`src/rtl/strobe_fifo_pkg.sv`:
```
package strobe_fifo_pkg;

  // Fill code {mid, top} from the committed count and the pending
  // reservations of each side.
  function automatic logic [1:0] fill_code(input int unsigned held,
                                           input logic        wr_pend,
                                           input logic        rd_pend,
                                           input int unsigned depth);
    int unsigned claimed;
    int unsigned net;
    logic        mid;
    logic        top;
    claimed = held + int'(wr_pend);
    net     = claimed - int'(rd_pend);
    mid     = (held != 0) && (claimed < depth);
    top     = net > (depth / 2);
    return {mid, top};
  endfunction

  // Next committed count after write and read commits.
  function automatic int unsigned next_held(input int unsigned held,
                                            input logic        wr_done,
                                            input logic        rd_done);
    return held + int'(wr_done) - int'(rd_done);
  endfunction

endpackage

```
`src/rtl/strobe_edge.sv`:
```
module strobe_edge #(
  parameter int unsigned STAGES = 2
) (
  input  logic clk,
  input  logic rst_n,
  input  logic pin,
  output logic rise,
  output logic fall
);
  logic [STAGES:0] chain_q;

  generate
    genvar g;
    for (g = 0; g <= STAGES; g++) begin : g_stage
      if (g == 0) begin : g_first
        always_ff @(posedge clk or negedge rst_n) begin
          if (!rst_n) chain_q[0] <= 1'b0;
          else        chain_q[0] <= pin;
        end
      end else begin : g_next
        always_ff @(posedge clk or negedge rst_n) begin
          if (!rst_n) chain_q[g] <= 1'b0;
          else        chain_q[g] <= chain_q[g-1];
        end
      end
    end
  endgenerate

  // chain_q[STAGES-1] is the synchronized level, chain_q[STAGES] its past
  assign rise = chain_q[STAGES-1] & ~chain_q[STAGES];
  assign fall = ~chain_q[STAGES-1] & chain_q[STAGES];

endmodule

```
`src/rtl/fifo_track.sv`:
```
module fifo_track
  import strobe_fifo_pkg::*;
#(
  parameter int unsigned DEPTH = 64,
  parameter int unsigned CW    = $clog2(DEPTH + 1)
) (
  input  logic          clk,
  input  logic          rst_n,
  input  logic          wr_rise,
  input  logic          wr_fall,
  input  logic          rd_rise,
  input  logic          rd_fall,
  output logic          wr_take,
  output logic          wr_commit,
  output logic          rd_commit,
  output logic          live_nx,
  output logic          in_rdy,
  output logic          out_rdy,
  output logic          stat_mid,
  output logic          stat_top
);
  localparam logic [CW-1:0] FULLV = CW'(DEPTH);

  logic [CW-1:0] count_q;
  logic [CW-1:0] count_nx;
  logic          wr_busy_q;
  logic          rd_busy_q;
  logic          rd_take;
  logic [1:0]    code;

  assign wr_take   = wr_rise && !wr_busy_q && (count_q != FULLV);
  assign wr_commit = wr_fall && wr_busy_q;
  assign rd_take   = rd_rise && !rd_busy_q && (count_q != '0);
  assign rd_commit = rd_fall && rd_busy_q;

  assign count_nx = CW'(next_held(int'(count_q), wr_commit, rd_commit));
  assign live_nx  = count_nx != '0;

  always_ff @(posedge clk or negedge rst_n) begin
    if (!rst_n) begin
      count_q   <= '0;
      wr_busy_q <= 1'b0;
      rd_busy_q <= 1'b0;
    end else begin
      count_q <= count_nx;
      if (wr_take)        wr_busy_q <= 1'b1;
      else if (wr_commit) wr_busy_q <= 1'b0;
      if (rd_take)        rd_busy_q <= 1'b1;
      else if (rd_commit) rd_busy_q <= 1'b0;
    end
  end

  assign code     = fill_code(int'(count_q), wr_busy_q, rd_busy_q, DEPTH);
  assign stat_mid = code[1];
  assign stat_top = code[0];
  assign in_rdy   = !wr_busy_q && (count_q != FULLV);
  assign out_rdy  = !rd_busy_q && (count_q != '0);

  assert_full_rejects_R2: assert property (@(posedge clk) disable iff (!rst_n)
    (wr_rise && !wr_busy_q && count_q == FULLV) |=> !wr_busy_q);

  assert_read_claims_R4: assert property (@(posedge clk) disable iff (!rst_n)
    (rd_rise && out_rdy) |=> !out_rdy);

  assert_empty_read_ignored_R5: assert property (@(posedge clk) disable iff (!rst_n)
    (rd_rise && count_q == '0) |=> !rd_busy_q);

  assert_empty_code_R6: assert property (@(posedge clk) disable iff (!rst_n)
    (count_q == '0 && !wr_busy_q) |-> (!stat_mid && !stat_top));

  assert_full_code_R6: assert property (@(posedge clk) disable iff (!rst_n)
    (count_q == FULLV) |-> (!stat_mid && stat_top));

endmodule

```
`src/rtl/fifo_store.sv`:
```
module fifo_store #(
  parameter int unsigned DATA_W = 9,
  parameter int unsigned DEPTH  = 64,
  parameter int unsigned AW     = $clog2(DEPTH)
) (
  input  logic              clk,
  input  logic              rst_n,
  input  logic [DATA_W-1:0] din,
  input  logic              wr_take,
  input  logic              wr_commit,
  input  logic              rd_commit,
  input  logic              live_nx,
  output logic [DATA_W-1:0] head
);
  logic [DATA_W-1:0] mem [DEPTH];
  logic [DATA_W-1:0] hold_q;
  logic [DATA_W-1:0] head_q;
  logic [DATA_W-1:0] head_src;
  logic [AW-1:0]     wptr_q;
  logic [AW-1:0]     rptr_q;
  logic [AW-1:0]     rptr_nx;

  assign rptr_nx  = rptr_q + AW'(rd_commit);
  // the word being committed is the new head when it lands on the read slot
  assign head_src = (wr_commit && rptr_nx == wptr_q) ? hold_q : mem[rptr_nx];

  always_ff @(posedge clk) begin
    if (wr_commit) mem[wptr_q] <= hold_q;
  end

  always_ff @(posedge clk or negedge rst_n) begin
    if (!rst_n) begin
      hold_q <= '0;
      head_q <= '0;
      wptr_q <= '0;
      rptr_q <= '0;
    end else begin
      if (wr_take)   hold_q <= din;
      if (wr_commit) wptr_q <= wptr_q + AW'(1);
      rptr_q <= rptr_nx;
      if (live_nx)   head_q <= head_src;
    end
  end

  assign head = head_q;

  assert_rptr_step_R4: assert property (@(posedge clk) disable iff (!rst_n)
    rd_commit |=> (rptr_q == $past(rptr_q) + AW'(1)));

  assert_wptr_still_R2: assert property (@(posedge clk) disable iff (!rst_n)
    !wr_commit |=> $stable(wptr_q));

endmodule

```
`src/rtl/strobe_fifo.sv`:
```
module strobe_fifo
  import strobe_fifo_pkg::*;
#(
  parameter int unsigned DATA_W      = 9,
  parameter int unsigned DEPTH       = 64,
  parameter int unsigned SYNC_STAGES = 2
) (
  input  logic              clk,
  input  logic              rst_n,
  input  logic              wr_strobe,
  input  logic              rd_strobe,
  input  logic [DATA_W-1:0] din,
  input  logic              oe_n,
  output logic [DATA_W-1:0] dout,
  output logic              dout_drive,
  output logic              in_rdy,
  output logic              out_rdy,
  output logic              stat_mid,
  output logic              stat_top
);
  localparam int unsigned AW = $clog2(DEPTH);
  localparam int unsigned CW = $clog2(DEPTH + 1);

  logic              wr_rise, wr_fall, rd_rise, rd_fall;
  logic              wr_take, wr_commit, rd_commit, live_nx;
  logic [DATA_W-1:0] head;

  strobe_edge #(.STAGES(SYNC_STAGES)) u_wr_edge (
    .clk(clk), .rst_n(rst_n), .pin(wr_strobe), .rise(wr_rise), .fall(wr_fall));

  strobe_edge #(.STAGES(SYNC_STAGES)) u_rd_edge (
    .clk(clk), .rst_n(rst_n), .pin(rd_strobe), .rise(rd_rise), .fall(rd_fall));

  fifo_track #(.DEPTH(DEPTH), .CW(CW)) u_track (
    .clk(clk), .rst_n(rst_n),
    .wr_rise(wr_rise), .wr_fall(wr_fall), .rd_rise(rd_rise), .rd_fall(rd_fall),
    .wr_take(wr_take), .wr_commit(wr_commit), .rd_commit(rd_commit),
    .live_nx(live_nx), .in_rdy(in_rdy), .out_rdy(out_rdy),
    .stat_mid(stat_mid), .stat_top(stat_top));

  fifo_store #(.DATA_W(DATA_W), .DEPTH(DEPTH), .AW(AW)) u_store (
    .clk(clk), .rst_n(rst_n), .din(din),
    .wr_take(wr_take), .wr_commit(wr_commit), .rd_commit(rd_commit),
    .live_nx(live_nx), .head(head));

  assign dout_drive = ~oe_n;
  assign dout       = oe_n ? '0 : head;

  assert_ready_pair_R9: assert property (@(posedge clk) disable iff (!rst_n)
    (wr_commit && rd_commit) |=> out_rdy);

endmodule

```
`config.mk`:
```
export PLATFORM = sky130hd
export DESIGN_NAME = strobe_fifo
export DESIGN_NICKNAME = d
export VERILOG_FILES = /design/src/rtl/strobe_fifo_pkg.sv /design/src/rtl/strobe_edge.sv /design/src/rtl/fifo_track.sv /design/src/rtl/fifo_store.sv /design/src/rtl/strobe_fifo.sv
export SDC_FILE = /design/constraint.sdc
export NUM_CORES = 1
export LEC_CHECK = 0
export ABC_CLOCK_PERIOD_IN_PS = 5000
export BUFFER_PORTS_ARGS = -buffer_cell sky130_fd_sc_hd__buf_2
export CAP_MARGIN = 15
export CORE_MARGIN = 2
export CORE_UTILIZATION = 60
export CTS_BUF_LIST = sky130_fd_sc_hd__clkbuf_16
export DETAILED_ROUTE_END_ITERATION = 8
export GPL_ROUTABILITY_DRIVEN = 0
export GPL_TIMING_DRIVEN = 0
export PLACE_DENSITY_LB_ADDON = 0.05
export SKIP_CTS_REPAIR_TIMING = 1
export SYNTH_ARGS = -nofsm -noshare
export SYNTH_HDL_FRONTEND = slang
export SYNTH_HIERARCHICAL = 1
export SYNTH_SLANG_ARGS = --single-unit
```
`constraint.sdc`:
```
create_clock -name clk -period 5 [get_ports clk]
set_input_delay 1 -clock clk [delete_from_list [all_inputs] [get_ports clk]]
set_output_delay 1 -clock clk [all_outputs]
set_load 0.03 [all_outputs]
```
Word-level counts from Yosys, hierarchy flattened
Memory sizes are Yosys's and may differ from the RTL's. A register that Yosys moved wholly into a read port is not among the register bits. Cells that the tools add are included.

Add/subtract/negate cells: 6. $lt $le $gt $ge: 2. Equal/unequal tests: 1. Multiplexer cells: 7. Bitwise gates (word level): 9. Reductions and logical operators: 16.

Operators with widths (count): $gt 32x6->1 const B (1); $lt 32x7->1 const B (1); $sub 32x1->32 (1); $reduce_bool 7->1 (2); $logic_and 1x1->1 (9); $mux 9 (1); $add 7x1->8 (1); $add 7x1->7 (1); $ne 7x7->1 const B (1); $sub 7x1->7 (1); $add 6x1->6 (1); $add 6x1->6 const B (1); $mux 1 (6); $not 1->1 (5); $and 1x1->1 (4); $reduce_bool 2->1 (2); $logic_not 1->1 (3).

Register bits: 36. Memory bits (writable): 576. Output and inout bits: 14. Memories kept: 1.

Memories: u_store.mem (depth 64, bits a word 9, read ports 1, clocked after Yosys merged registers in 1, wr ports 1, line fifo_store.sv:15) `logic [DATA_W-1:0] mem [DEPTH];`.

Longest topological paths before layout
Gate-level depths: netlist (run 1).

Word-level depth: 6. Mapped depth: 14. Mapped depth without buffers: 13.

Modules after synthesis
The synthesis (run 1) kept the hierarchy.

Modules (own cells, without submodules): fifo_store (times used 1, cells each 1176, area each 23951.7 um2, sequential area each 18047.3 um2); fifo_track (times used 1, cells each 109, area each 962.2 um2, sequential area each 225.2 um2); strobe_edge (times used 2, cells each 5, area each 90.1 um2, sequential area each 75.1 um2); strobe_fifo (times used 1, cells each 10, area each 60.1 um2, sequential area each 0.0 um2).

Least setup slack after synthesis (run 1)
No wires, ideal clock.

Path type: reg2reg. Start point: register u_rd_edge.chain_q[2]. End point: register u_store.head_q[4], in the netlist u_store/head[4] (read register of u_store.mem). Setup time: 0.132 ns. Data arrival time: 3.313 ns. Slack: 1.555 ns. Cell stages (with the launch flop): 15. Buffers on the path: 1. Cell sequence: dfrtp_1 and2b_2 and2_1 ha_1 inv_1 ha_1 fa_1 a21oi_2 o21ai_2 xor2_1 or4_1 or4_1 clkbuf_1 o21ai_0 o22ai_1.

Longest elaborated chain between the ends: 4. Elaborated cells on any way between the ends: 5.

Ends and longest elaborated chain: start, declared (line strobe_edge.sv:10) `logic [STAGES:0] chain_q;`; start signal, assigned by index (line strobe_edge.sv:23) `else chain_q[g] <= chain_q[g-1];`; $and 1x1->1 (line strobe_edge.sv:31) `assign fall = ~chain_q[STAGES-1] & chain_q[STAGES];`; named net rd_fall (line strobe_fifo.sv:24) `logic wr_rise, wr_fall, rd_rise, rd_fall;`; $logic_and 1x1->1 (line fifo_track.sv:34) `assign rd_commit = rd_fall && rd_busy_q;`; named net rd_commit (line strobe_fifo.sv:25) `logic wr_take, wr_commit, rd_commit, live_nx;`; $sub 7x1->7 (line strobe_fifo_pkg.sv:24) `return held + int'(wr_done) - int'(rd_done);`; named net u_track.count_nx[4] (line fifo_track.sv:25) `logic [CW-1:0] count_nx;`; $reduce_bool 7->1 (line fifo_track.sv:37) `assign live_nx = count_nx != '0;`; named net live_nx (line strobe_fifo.sv:25); end, declared (line fifo_store.sv:17) `logic [DATA_W-1:0] head_q;`.

The timed path passes the listed nets, and every way through them passes these cells. A chain may end at the register's enable or synchronous reset.

Worst setup path after layout (run 1)
Start point: register u_rd_edge.chain_q[1]. End point: register u_store.head_q[7], in the netlist u_store/head[7] (read register of u_store.mem).

Elaborated cells on any way between the ends: 6.

RTL lines: $not 1->1 (line strobe_edge.sv:31); $and 1x1->1 (line strobe_edge.sv:31); named net rd_fall (line strobe_fifo.sv:24); $logic_and 1x1->1 (line fifo_track.sv:34); named net rd_commit (line strobe_fifo.sv:25); $add 6x1->6 (line fifo_store.sv:23) `assign rptr_nx = rptr_q + AW'(rd_commit);`; named net u_store.rptr_nx[1] (line fifo_store.sv:21) `logic [AW-1:0] rptr_nx;`.

The timed path passes the listed nets, and every way through them passes these cells.

==> impl_metrics.env, run 1 <==
export IMPL_dr_pass1_iters=7
export IMPL_drive_gt1_frac=0.2411
export IMPL_antenna_found_initial=0
export IMPL_htree_levels=2
export IMPL_synthDistinctLibCells=58
export IMPL_dp_cells=1880
export IMPL_grt_pass1_wl_mm=83.33
export IMPL_synth_cell_area_mm2=0.02515
export IMPL_cts_tree="yes"
export IMPL_grt_setup_unrepaired="false"
export IMPL_core_area_mm2=0.04167
export IMPL_placed_area_mm2=0.02617
export IMPL_synth_seq_area_share=0.7324
export IMPL_diodes=0
export IMPL_cp_buffers_inverters=4
export IMPL_fillerInstances=2758
export IMPL_synth_edff_count=576
export IMPL_ios=28
export IMPL_cp_end_kind="flop"
export IMPL_synth_nets=1342
export IMPL_syn_area_per_cell_um2=19.28
export IMPL_maxCapViolCount=0
export IMPL_grt_usage=0.2676
export IMPL_cp_max_fo=10
export IMPL_critical_path_class="reg2reg"
export IMPL_multi_input_area_mm2=0.006252
export IMPL_crit_family="buffers and inverters"
export IMPL_synthFlopType="edfxtp_1"
export IMPL_crit_slowest_cell="clkbuf_1"
export IMPL_initial_utilization=0.6037
export IMPL_grt_max_degree=56
export IMPL_wl_per_cell_um=28.57
export IMPL_die_area_mm2=0.04358
export IMPL_syn_inst=1305
export IMPL_remaining_drc_errors=0
export IMPL_skew_ns=0.02845
export IMPL_cts_path_max_buffers=3
export IMPL_startpoint_type="flop"
export IMPL_finish_instance_area_mm2=0.02811
export IMPL_wirelength_mm=57.00
export IMPL_cp_common_cell="buf_4"
export IMPL_leakagePower_nw=9.326
export IMPL_grt_pass1_vias=12641
export IMPL_max_stage_delay_ns=0.50
export IMPL_num_vias=12765
export IMPL_finalCritPeriodShare=0.8426
export IMPL_dp_hpwl_mm=36.81
export IMPL_cts_root_buffer="clkbuf_16"
export IMPL_hold_class="in2async"
export IMPL_slew_headroom=0.1908
export IMPL_synth_top_area_cell="edfxtp_1"
export IMPL_nets=1443
export IMPL_arrival_ns=4.71
export IMPL_worstPathRequired_ns=5.50
export IMPL_hold_viol=0
export IMPL_drt_initial_drc_count=1435
export IMPL_whs_ns=0.3471
export IMPL_synth_top_area_frac=0.6876
export IMPL_worstSkewPairLatency_ns=0.63
export IMPL_die_h_um=208.8
export IMPL_yosys_warnings=6
export IMPL_worst_pin_slew_ns=1.211
export IMPL_path_cells="and2b_2 -> and2_1 -> ha_1 -> ha_1 -> buf_4 -> buf_4 -> buf_4 -> clkbuf_1 -> mux4_2 -> mux2i_1 -> o21ai_0 -> o2111ai_1 -> o311a_1 -> o22ai_1"
export IMPL_numPortBuffers=27
export IMPL_ys_ff_latch=621
export IMPL_async_reset_ff_frac=0.07246
export IMPL_setup_viol=0
export IMPL_final_cells=1995
export IMPL_numClockSinks=621
export IMPL_powerDensity_mw_per_mm2=584.0
export IMPL_regArea_mm2=0.01843
export IMPL_fp_row_count=75
export IMPL_clk_pin_slew_ns=0.06
export IMPL_outcome="finished clean"
export IMPL_ant_nets=0
export IMPL_peakVddDrop_v=0.0003395
export IMPL_cts_made_buffers=61
export IMPL_die_width_um=208.8
export IMPL_finalCriticalPeriod_ns=4.213
export IMPL_setup_tns_ns=0
export IMPL_max_freq_mhz=237.4
export IMPL_avgViaCountPerCell=6.398
export IMPL_gr_total_overflow=0
export IMPL_syn2layout_area_growth_pct=11.75
export IMPL_synth_top_cells_by_area="edfxtp_1, mux4_2, dfrtp_1"
export IMPL_finalMaxSlewViolations=0
-- logic make-up (layout without fill, tap and decap cells) --
logic type,Yosys count,after routing,synth area share
AO/OA/AOI/OAI,109,109,0.03129
XOR/XNOR,25,25,0.009998
adder cells (fa/ha/maj),23,23,0.01174
buffers and inverters,98,249,0.01945
flip-flops,621,621,0.7324
multiplexers,178,178,0.1479
AND/OR/NAND/NOR,251,251,0.04720
-- sequential cells by signal, summed over array words and instances (netlist names) --
signal,count
u_rd_edge/chain_q,3
u_store/head,9
u_store/hold_q,9
u_store/mem,576
u_store/rptr_q,6
u_store/wptr_q,6
u_track/count_q,7
u_track/rd_busy_q,1
u_track/wr_busy_q,1
u_wr_edge/chain_q,3
-- final cells by class --
type / count / area share
sequential: 621 / 0.6558
multi-input combinational: 586 / 0.2224
clock buffer: 62 / 0.05519
tap: 539 / 0.02399
buffer: 69 / 0.01344
clock inverter: 51 / 0.01304
timing repair buffer: 38 / 0.01220
inverter: 29 / 0.003961
-- path summary, 6_finish.rpt --
kind / depth (start not counted) / start / end / slack (ns)
min in group clk: 0 / u_rd_edge/chain_q[0] / u_rd_edge/chain_q[1] / 0.35
max in group asynchronous: 2 / rst_n / u_store/hold_q[4] / 4.10
min reg2reg: 0 / u_rd_edge/chain_q[0] / u_rd_edge/chain_q[1] / 0.35
min: 1 / rst_n / u_store/hold_q[0] / 0.35
max reg2reg: 14 / u_rd_edge/chain_q[1] / u_store/head[7] / 0.79
max: 14 / u_rd_edge/chain_q[1] / u_store/head[7] / 0.79
-- per-layer routing --
layer,GRT usage,part of all wire,vias to the layer above
li1,-,-,5465
met1,0.3868,0.41,6727
met2,0.4316,0.50,483
met3,0.03396,0.062,90
met4,0.09384,0.030,0
met5,0,0,-
-- worst register-to-register path, cell delays in order (launching register included) --
cell and delay [ns]:
dfrtp_1 0.34, and2b_2 0.22, and2_1 0.20, ha_1 0.31, ha_1 0.32, buf_4 0.23, buf_4 0.30, buf_4 0.28
clkbuf_1 0.51, mux4_2 0.41, mux2i_1 0.27, o21ai_0 0.15, o2111ai_1 0.24, o311a_1 0.26, o22ai_1 0.08
-- synth_stat cells, types with 19 or more instances --
| cell | number |
|---|---|
| edfxtp_1 | 576 |
| mux4_2 | 151 |
| nor2_1 | 92 |
| nand2_1 | 57 |
| dfrtp_1 | 45 |
| clkbuf_1 | 30 |
| inv_1 | 28 |
| o21ai_0 | 26 |
| nand3_1 | 25 |
| nor2b_1 | 23 |
| ha_1 | 22 |
| buf_2 | 20 |
| o22ai_1 | 19 |
-- per-stage QoR --
step | power, W | util | setup WS (ns)
after floorplan | 0.01030 | - | 1.555
after global routing | 0.01707 | 0.6747 | 0.5917
after detailed placement | 0.01217 | 0.6280 | 0.7286
after global placement | 0.01204 | 0.6232 | 0.7419
final | 0.01642 | 0.6747 | 0.7869
after CTS | 0.01651 | 0.6740 | 0.7173
-- power by group --
part / total [W] / switching (W) / internal (W)
combinational: 0.00539 / 0.00308 / 0.00231
sequential: 0.00667 / 0.000349 / 0.00632
clock: 0.00436 / 0.00187 / 0.00249
total: 0.0164 / 0.00530 / 0.0111
-- placed cells by master, fill, tap and decap left out, drive strengths merged, types with 4 or more instances in the layout --
master    instances
nand2b           14
buf              76
bufinv            5
nand4             6
clkinv           21
clkbuf           93
clkinvlp          4
ha               22
dfrtp            45
o2111ai          11
xor2              9
o31ai             7
nand3            25
o211a             9
o311a             6
o21ai            27
edfxtp          576
xnor2            15
inv              50
a21oi             7
mux2i            11
nand3b            4
a31o              8
o22ai            19
mux2             14
nor2b            23
mux4            153
and2             12
nor2             92
nand2            57
(Power assumes the default switching activity.)
==> run 2: changes to the inputs <==
ABC_CLOCK_PERIOD_IN_PS = 4300   (was 5000)
clock period = 4.3 ns   (was 5 ns; I/O delays follow)
==> impl_metrics.env, run 2 (synthesis gave the netlist of run 1 again) <==
export IMPL_startpoint_type="flop"
export IMPL_worstSkewPairLatency_ns=0.63
export IMPL_cp_max_fo=19
export IMPL_wl_per_cell_um=28.50
export IMPL_die_h_um=208.8
export IMPL_power_switching_w=0.006141
export IMPL_finalCriticalPeriod_ns=4.093
export IMPL_syn2layout_area_growth_pct=11.74
export IMPL_avgViaCountPerCell=6.388
export IMPL_diodes=0
export IMPL_p_clk_frac=0.266
export IMPL_initial_utilization=0.6037
export IMPL_ant_nets=0
export IMPL_hold_viol=0
export IMPL_grt_pass1_vias=12641
export IMPL_nets=1442
export IMPL_numPortBuffers=27
export IMPL_grt_usage=0.2676
export IMPL_drive_gt1_frac=0.2412
export IMPL_leakagePower_nw=9.325
export IMPL_slew_headroom=0.1847
export IMPL_skew_ns=0.02889
export IMPL_drt_initial_drc_count=1337
export IMPL_grt_setup_unrepaired="false"
export IMPL_powerDensity_mw_per_mm2=678.4
export IMPL_p_comb_frac=0.328
export IMPL_gr_total_overflow=0
export IMPL_layout_setup_ws_ns=0.2065
export IMPL_worst_pin_slew_ns=1.220
export IMPL_die_area_mm2=0.04358
export IMPL_grt_pass1_wl_mm=83.33
export IMPL_cts_tree="yes"
export IMPL_hold_class="in2async"
export IMPL_cts_made_buffers=61
export IMPL_final_cell_mix="edfxtp_1, mux4_2, nor2_1, clkbuf_16, nand2_1"
export IMPL_largest_reg_flops=576
export IMPL_numClockSinks=621
export IMPL_htree_levels=2
export IMPL_grt_max_degree=56
export IMPL_core_area_mm2=0.04167
export IMPL_setup_viol=0
export IMPL_fp_row_count=75
export IMPL_finalCritPeriodShare=0.9520
export IMPL_outcome="finished clean"
export IMPL_dp_slack_ns=0.02863
export IMPL_die_width_um=208.8
export IMPL_p_seq_frac=0.407
export IMPL_cp_end_kind="flop"
export IMPL_wirelength_mm=56.82
export IMPL_final_common_cell="edfxtp_1"
export IMPL_num_vias=12737
export IMPL_arrival_ns=4.59
export IMPL_maxCapViolCount=0
export IMPL_finalMaxSlewViolations=0
export IMPL_cts_root_buffer="clkbuf_16"
export IMPL_antenna_found_initial=0
export IMPL_peakVddDrop_v=0.0003959
export IMPL_r2r_setup_slack_ns=0.21
export IMPL_clk_pin_slew_ns=0.06
export IMPL_worstPathRequired_ns=4.80
export IMPL_max_freq_mhz=244.3
export IMPL_swShare=0.3220
export IMPL_setup_tns_ns=0
export IMPL_ios=28
export IMPL_cts_path_max_buffers=3
export IMPL_critical_path_class="reg2reg"
export IMPL_internal_power_w=0.01293
export IMPL_dp_hpwl_mm=36.81
export IMPL_dr_pass1_iters=5
export IMPL_regMostFlops="u_store/mem"
export IMPL_remaining_drc_errors=0
## run 2: changes by cell type in the layout (fill, tap and decap cells not counted), sizes merged
cell / change
clkbuf: -1
## run 2: cell type report
| cell class | instances | area [um2] |
|---|---|---|
| well taps | 539 | 674.4 |
| multi-input cells | 586 | 6252 |
| fillers | 2758 | 13560 |
| clock inverters | 51 | 366.6 |
| flip-flops and latches | 621 | 18430 |
| clock buffers | 62 | 1551 |
| plain buffers | 68 | 374.1 |
| repair buffers | 38 | 342.8 |
| inverters | 29 | 111.4 |
## run 2: through the flow
step / cells / hold slack [ns] / total power (W) / util / instance area, um2
after floorplan: 1305 / 0.3312 / 0.01198 / - / 25150
after global placement: 1871 / 0.3326 / 0.01400 / 0.6232 / 25960
after detailed placement: 1880 / 0.3413 / 0.01415 / 0.6280 / 26170
after CTS: 1993 / 0.3375 / 0.01920 / 0.6740 / 28080
after global routing: 1994 / 0.2291 / 0.01984 / 0.6746 / 28110
final: 1994 / 0.2063 / 0.01907 / 0.6746 / 28110
## run 2: layer usage
metal / track usage / vias to the layer above / wire [um]
li1: - / 5458 / -
met1: 0.3868 / 6685 / 23360
met2: 0.4316 / 504 / 28140
met3: 0.03396 / 90 / 3638
met4: 0.09384 / 0 / 1682
met5: 0 / - / 0
## run 2: path summary, 6_finish.rpt
path | startpoint | end | depth (start not counted)
max | u_rd_edge/chain_q[1] | u_store/head[7] | 14
min | rst_n | u_store/hold_q[0] | 1
max reg2reg | u_rd_edge/chain_q[1] | u_store/head[7] | 14
min reg2reg | u_rd_edge/chain_q[0] | u_rd_edge/chain_q[1] | 0
max in group asynchronous | rst_n | u_store/hold_q[4] | 2
min in group clk | u_rd_edge/chain_q[0] | u_rd_edge/chain_q[1] | 0
## run 2: power groups by stage
| stage | registers (W) | clock network, W | logic [W] |
|---|---|---|---|
| 6_report | 0.00775 | 0.00507 | 0.00625 |
| 3_5_place_dp | 0.00788 | 0 | 0.00627 |
| 5_1_grt | 0.00778 | 0.00539 | 0.00667 |
| 3_3_place_gp | 0.00829 | 0 | 0.00571 |
| 2_1_floorplan | 0.00786 | 0 | 0.00412 |
| 4_1_cts | 0.00775 | 0.00515 | 0.00630 |
## run 2: worst max-delay path, stage by stage (launching register included)
cell and delay (ns):
dfrtp_1 0.34, and2b_2 0.22, and2_1 0.20, ha_1 0.31, ha_1 0.32, buf_4 0.24
buf_4 0.29, buf_4 0.35, buf_2 0.37, mux4_2 0.34, mux2i_1 0.28, o21ai_0 0.14
o2111ai_1 0.22, o311a_1 0.25, o22ai_1 0.08
